===== src/rtl/rds_bitbuf_pkg.sv =====
package rds_bitbuf_pkg;

    typedef enum logic [1:0] {
        RM_MASTER  = 2'b00,
        RM_SLAVE   = 2'b01,
        RM_STANDBY = 2'b10,
        RM_TEST    = 2'b11
    } rd_mode_e;

    typedef enum logic [1:0] {
        MC_IDLE = 2'd0,
        MC_HIGH = 2'd1,
        MC_LOW  = 2'd2
    } mclk_state_e;

endpackage


===== src/rtl/rds_edge_sync.sv =====
module rds_edge_sync #(
    parameter int STAGES = 2
) (
    input  logic clk,
    input  logic rst_n,
    input  logic async_in,
    output logic fall
);
    // sh_q[STAGES-1] is the synchronized level, sh_q[STAGES] its previous value
    logic [STAGES:0] sh_d, sh_q;

    always_comb begin
        sh_d = {sh_q[STAGES-1:0], async_in};
    end

    always_ff @(posedge clk or negedge rst_n) begin
        if (!rst_n) sh_q <= '0;
        else        sh_q <= sh_d;
    end

    assign fall = sh_q[STAGES] & ~sh_q[STAGES-1];

endmodule


===== src/rtl/rds_bit_fifo.sv =====
module rds_bit_fifo #(
    parameter int DEPTH = 128,
    localparam int AW = (DEPTH > 1) ? $clog2(DEPTH) : 1,
    localparam int CW = $clog2(DEPTH + 1)
) (
    input  logic          clk,
    input  logic          rst_n,
    input  logic          hold,
    input  logic          flush,
    input  logic          wr_en,
    input  logic          wr_bit,
    input  logic          rd_en,
    output logic          head_bit,
    output logic [CW-1:0] count,
    output logic          empty
);
    typedef struct packed {
        logic [DEPTH-1:0] mem;
        logic [AW-1:0]    wr_ptr;
        logic [AW-1:0]    rd_ptr;
        logic [CW-1:0]    count;
    } fifo_st_t;

    fifo_st_t st_d, st_q;

    function automatic logic [AW-1:0] ptr_next(input logic [AW-1:0] p);
        return (p == AW'(DEPTH - 1)) ? '0 : p + AW'(1);
    endfunction

    logic do_rd, drop;

    always_comb begin
        st_d  = st_q;
        do_rd = 1'b0;
        drop  = 1'b0;
        if (!hold) begin
            if (flush) begin
                st_d.wr_ptr = '0;
                st_d.rd_ptr = '0;
                st_d.count  = '0;
            end else begin
                do_rd = rd_en && (st_q.count != '0);
                drop  = wr_en && !do_rd && (st_q.count == CW'(DEPTH));
                if (wr_en) begin
                    st_d.mem[st_q.wr_ptr] = wr_bit;
                    st_d.wr_ptr           = ptr_next(st_q.wr_ptr);
                end
                if (do_rd || drop) st_d.rd_ptr = ptr_next(st_q.rd_ptr);
                if (wr_en && !do_rd && !drop) st_d.count = st_q.count + CW'(1);
                else if (!wr_en && do_rd)     st_d.count = st_q.count - CW'(1);
            end
        end
    end

    always_ff @(posedge clk or negedge rst_n) begin
        if (!rst_n) st_q <= '0;
        else        st_q <= st_d;
    end

    assign head_bit = st_q.mem[st_q.rd_ptr];
    assign count    = st_q.count;
    assign empty    = (st_q.count == '0);

endmodule


===== src/rtl/rds_master_clkgen.sv =====
module rds_master_clkgen
    import rds_bitbuf_pkg::*;
#(
    parameter int HALF_CYC = 8,
    localparam int CW = (HALF_CYC > 1) ? $clog2(HALF_CYC) : 1
) (
    input  logic clk,
    input  logic rst_n,
    input  logic clr,
    input  logic en,
    input  logic avail,
    input  logic head_bit,
    output logic clk_o,
    output logic data_o,
    output logic pop
);
    typedef struct packed {
        mclk_state_e   state;
        logic [CW-1:0] cnt;
        logic          data;
    } mc_st_t;

    mc_st_t st_d, st_q;
    logic   last;

    always_comb begin
        st_d = st_q;
        pop  = 1'b0;
        last = (st_q.cnt == CW'(HALF_CYC - 1));
        if (clr) begin
            st_d.state = MC_IDLE;
            st_d.cnt   = '0;
            st_d.data  = 1'b1;
        end else if (!en) begin
            st_d.state = MC_IDLE;
            st_d.cnt   = '0;
        end else begin
            unique case (st_q.state)
                MC_IDLE: if (avail) begin
                    st_d.state = MC_HIGH;
                    st_d.cnt   = '0;
                    st_d.data  = head_bit;
                end
                MC_HIGH: if (last) begin
                    st_d.state = MC_LOW;
                    st_d.cnt   = '0;
                    pop        = 1'b1;
                end else begin
                    st_d.cnt = st_q.cnt + CW'(1);
                end
                MC_LOW: if (last) begin
                    st_d.state = MC_IDLE;
                    st_d.cnt   = '0;
                end else begin
                    st_d.cnt = st_q.cnt + CW'(1);
                end
                default: st_d.state = MC_IDLE;
            endcase
        end
    end

    always_ff @(posedge clk or negedge rst_n) begin
        if (!rst_n) begin
            st_q.state <= MC_IDLE;
            st_q.cnt   <= '0;
            st_q.data  <= 1'b1;
        end else begin
            st_q <= st_d;
        end
    end

    assign clk_o  = (st_q.state != MC_LOW);
    assign data_o = st_q.data;

endmodule


===== src/rtl/rds_bitbuf.sv =====
module rds_bitbuf
    import rds_bitbuf_pkg::*;
#(
    parameter int DEPTH       = 128,
    parameter int HALF_CYC    = 8,
    parameter int SYNC_STAGES = 2,
    localparam int CW = $clog2(DEPTH + 1)
) (
    input  logic clk,
    input  logic rst_n,
    input  logic clr,
    input  logic cfg_tst,
    input  logic cfg_sel,
    input  logic bit_vld,
    input  logic bit_val,
    input  logic id_pulse,
    input  logic hclk_i,
    output logic hclk_o,
    output logic hclk_oe,
    output logic dout,
    output logic flag_pull
);
    typedef struct packed {
        logic id_seen;
    } top_st_t;

    top_st_t  st_d, st_q;
    rd_mode_e mode;
    logic     is_master, is_slave, frozen;
    logic     host_fall, m_pop, m_clk, m_data;
    logic     wr_en, rd_en, flush, id_seen;
    logic     head_bit, fifo_empty;
    logic [CW-1:0] fifo_count;

    always_comb begin
        mode      = rd_mode_e'({cfg_tst, cfg_sel});
        is_master = (mode == RM_MASTER);
        is_slave  = (mode == RM_SLAVE);
        frozen    = cfg_tst;
    end

    always_comb begin
        st_d = st_q;
        if (clr)          st_d.id_seen = 1'b0;
        else if (!frozen) st_d.id_seen = st_q.id_seen | id_pulse;
    end

    always_ff @(posedge clk or negedge rst_n) begin
        if (!rst_n) st_q <= '0;
        else        st_q <= st_d;
    end

    assign id_seen = st_q.id_seen;
    assign wr_en   = bit_vld && st_q.id_seen && !frozen;
    assign flush   = clr && is_slave;
    assign rd_en   = is_slave ? (host_fall && !fifo_empty) : (is_master && m_pop);

    rds_edge_sync #(.STAGES(SYNC_STAGES)) u_sync (
        .clk      (clk),
        .rst_n    (rst_n),
        .async_in (hclk_i),
        .fall     (host_fall)
    );

    rds_bit_fifo #(.DEPTH(DEPTH)) u_fifo (
        .clk      (clk),
        .rst_n    (rst_n),
        .hold     (frozen),
        .flush    (flush),
        .wr_en    (wr_en),
        .wr_bit   (bit_val),
        .rd_en    (rd_en),
        .head_bit (head_bit),
        .count    (fifo_count),
        .empty    (fifo_empty)
    );

    rds_master_clkgen #(.HALF_CYC(HALF_CYC)) u_mclk (
        .clk      (clk),
        .rst_n    (rst_n),
        .clr      (clr),
        .en       (is_master && st_q.id_seen && !clr),
        .avail    (!fifo_empty),
        .head_bit (head_bit),
        .clk_o    (m_clk),
        .data_o   (m_data),
        .pop      (m_pop)
    );

    always_comb begin
        hclk_o    = m_clk;
        hclk_oe   = is_master;
        dout      = 1'b1;
        flag_pull = 1'b0;
        if (is_master) begin
            dout      = m_data;
            flag_pull = st_q.id_seen;
        end else if (is_slave) begin
            dout      = fifo_empty ? 1'b1 : head_bit;
            flag_pull = !fifo_empty;
        end
    end

endmodule


===== config.mk =====
export PLATFORM = sky130hd
export DESIGN_NAME = rds_bitbuf
export DESIGN_NICKNAME = d
export VERILOG_FILES = /design/src/rtl/rds_bitbuf_pkg.sv /design/src/rtl/rds_edge_sync.sv /design/src/rtl/rds_bit_fifo.sv /design/src/rtl/rds_master_clkgen.sv /design/src/rtl/rds_bitbuf.sv
export SDC_FILE = /design/constraint.sdc
export NUM_CORES = 1
export LEC_CHECK = 0
export ABC_AREA = 1
export BUFFER_PORTS_ARGS = -buffer_cell sky130_fd_sc_hd__buf_2
export CORE_ASPECT_RATIO = 1.5
export CORE_MARGIN = 8
export CORE_UTILIZATION = 53
export CTS_BUF_LIST = sky130_fd_sc_hd__clkbuf_2 sky130_fd_sc_hd__clkbuf_4 sky130_fd_sc_hd__clkbuf_8
export DETAILED_ROUTE_END_ITERATION = 16
export PLACE_DENSITY_LB_ADDON = 0.3
export SETUP_SLACK_MARGIN = 0.4
export SLEW_MARGIN = 20
export SYNTH_ARGS = -nofsm -noshare
export SYNTH_HDL_FRONTEND = slang
export SYNTH_HIERARCHICAL = 1
export SYNTH_SLANG_ARGS = --single-unit

===== constraint.sdc =====
create_clock -name clk -period 2.7 [get_ports clk]
set_clock_uncertainty 0.05 [all_clocks]
set_input_delay 0.81 -clock clk [delete_from_list [all_inputs] [get_ports clk]]
set_output_delay 0.81 -clock clk [all_outputs]
set_load 0.02 [all_outputs]

==> summary.md <==
| Metric | Value |
|---|---|
| Status | `finished with violations` |
| Failing checks | `negative setup slack` |
| Mapped cell area | `8720 um^2` |
| Drt wl/cell | `around 17 um` |
| Worst Path Arrival | `2420 ps` |
| Commonest cells after routing, fill and taps aside | `nand2_1 (198), dfrtp_1 (158), nor2_1 (139)` |
| Worst-path clk slew | `100 ps` |
| Routed wire length | `between 20,000 and 25,000 um` |
| Worst Path Required | `~1800 ps` |
| P&R area growth vs syn | `20.9%` |
| Crit path max fanout | `8` |
| Drt initial violations | `about 680` |
| Gr usage total | `between 20% and 30%` |
| Setup ws final | `-579 ps` |
| CTS tree | `built` |
| CP Launch Type | `flop` |
| Final Util | `about two thirds` |
| TritonCTS buffer count | `17` |
| Die Wd | `~120 um` |
| Boundary Pins | `13` |
| Most common cell after layout, fill and taps aside | `nand2_1` |
| Register area | `around 4000 um^2` |
| Initial Utilization | `between 50% and 60%` |
| ANT cells | `0` |
| Total number of vias | `8,088` |
| YS warnings | `6` |
| Worst Hold Class | `in -> async` |
| Slew headroom | `roughly half` |
| # DRC | `0` |
| Largest net degree at the start of global routing | `53` |
| Clock Latency Late Sink | `about 480 ps` |
| Post-Layout Cell Count | `between 1k and 1.5k` |
| Total nets after synthesis | `1,144` |
| Port buffer count | `12` |
| Die H | `173 um` |
| Worst Path Class, Setup | `reg -> out` |
| Pwr dens | `between 700 and 800 nW/um^2` |
| Post-Synthesis Cells | `approximately 1.1k` |
| Fillcell total | `roughly 1.3k` |
| RePlAce Congestion | `0.887` |
| Final period utilization | `121%` |
| Final net count | `approximately 1.2k` |
| Final Max Tran Viols | `0` |
| Fin. Hold Viols | `0` |
| Syn_area_per_cell | `approximately 7.8 um^2` |
| DR vias/cell | `about 5.8` |
| Final ANT Viol Nets | `0` |
| Minimum clock period | `3280 ps` |
| Vias in the first global route | `around 7.8k` |
| Clk buf depth | `2` |
| # rows | `57` |
| Worst Setup End Kind | `primary output` |
| Unrepaired setup endpoints after global routing | `true` |
| Multi-input logic area | `~4500 um^2` |
| Clock sink count | `160` |
| Initial DRT Pass Iterations | `5` |
| Core area | `~16,000 um^2` |
| Global-route wire length before repair | `~38,000 um` |
| Final setup fails | `1` |
| Initial antenna violation count | `0` |
| F_max | `between 300 and 400 MHz` |
| Share of layout cells above drive strength 1 | `between 20% and 30%` |
| DP Wirelength | `between 15,000 and 20,000 um` |
| Leakage | `0.00480 uW` |
| Total gr overflow | `0` |
| Htree depth | `4` |
| CTS root buf | `clkbuf_8` |
| Max cap viols | `0` |
| Die ar. | `between 20,000 and 25,000 um^2` |
| Max VDD drop | `just over 0.6 mV` |
| Placed Cells | `around 1.3k` |
| Worst slew pin tran | `roughly 760 ps` |
## critical path, stage by stage (launching register included)
cell	delay, ps
dfrtp_2	490
inv_8	140
buf_12	140
buf_4	120
nand2_1	50
nand3_1	80
nand3_2	100
nand3_2	90
nand3_2	90
nand3_2	90
nand3_2	70
nand2_2	90
inv_2	40
nand2_2	60
nor2_2	40
nor2_2	120
buf_6	130
## layout make-up
cell class | count | share of cell area, %
tap | 206 | 2.44
timing repair buffer | 104 | 10.4
inverter | 83 | 3.19
sequential | 160 | 38.0
clock inverter | 14 | 1.16
multi-input combinational | 818 | 42.5
clock buffer | 18 | 2.29
## layer usage
metal	GRT usage (%)	share of wire, %	vias to the layer above
met3	4.50	5.1	86
met1	27.8	40	3849
li1	-	-	3872
met5	0	0	-
met4	12.5	4.7	0
met2	37.5	50	281
## worst paths after layout
check                                             from                     endpoint  slack (ps)  depth (start not counted)
min reg2reg                   u_sync/sh_q[0]$_DFF_PN0_     u_sync/sh_q[1]$_DFF_PN0_         320                          0
max in group asynchronous                        rst_n    u_mclk/data_o$_DFFE_PN1P_        1830                          2
max reg2reg                u_fifo/count[7]$_DFFE_PN0P_  u_fifo/count[7]$_DFFE_PN0P_         120                         21
max                         u_fifo/st_q[8]$_DFFE_PN0P_                         dout        -580                         16
min in group clk              u_sync/sh_q[0]$_DFF_PN0_     u_sync/sh_q[1]$_DFF_PN0_         320                          0
min                                              rst_n  u_fifo/st_q[47]$_DFFE_PN0P_         150                          1
## flip-flops by register name, indices dropped and copies added, names as in the netlist
name / count
u_mclk/st_q: 5
u_fifo/st_q: 142
u_mclk/data_o: 1
u_fifo/count: 8
id_seen: 1
u_sync/sh_q: 3
## timing repair
| action | CTS | global route |
|---|---|---|
| pin swaps | 4 | 56 |
| buffers inserted | 10 | 10 |
| endpoints found under the setup margin | 7 | 23 |
| hold buffers | 0 | 0 |
| resized for setup | 17 | 101 |
| gates cloned | 1 | 5 |
## report_power, final
part / leakage, uW / switching, uW / internal, uW
combinational: 0.00241 / 2220 / 1620
clock: 0.000181 / 997 / 676
sequential: 0.00220 / 202 / 2550
## stage by stage
step | worst slack [ps] | total power [uW] | setup TNS [ps] | area [um^2] | hold WS (ps)
3_3_place_gp | -154 | 5580 | -645 | 9430 | 286
6_report | -579 | 8260 | -579 | 10500 | 150
2_1_floorplan | -63.8 | 4670 | -230 | 8850 | 281
5_1_grt | -707 | 8670 | -734 | 10500 | 160
4_1_cts | -619 | 7460 | -619 | 9970 | 150
3_5_place_dp | -219 | 5610 | -1150 | 9430 | 300
Power figures use the tool's default switching activity.
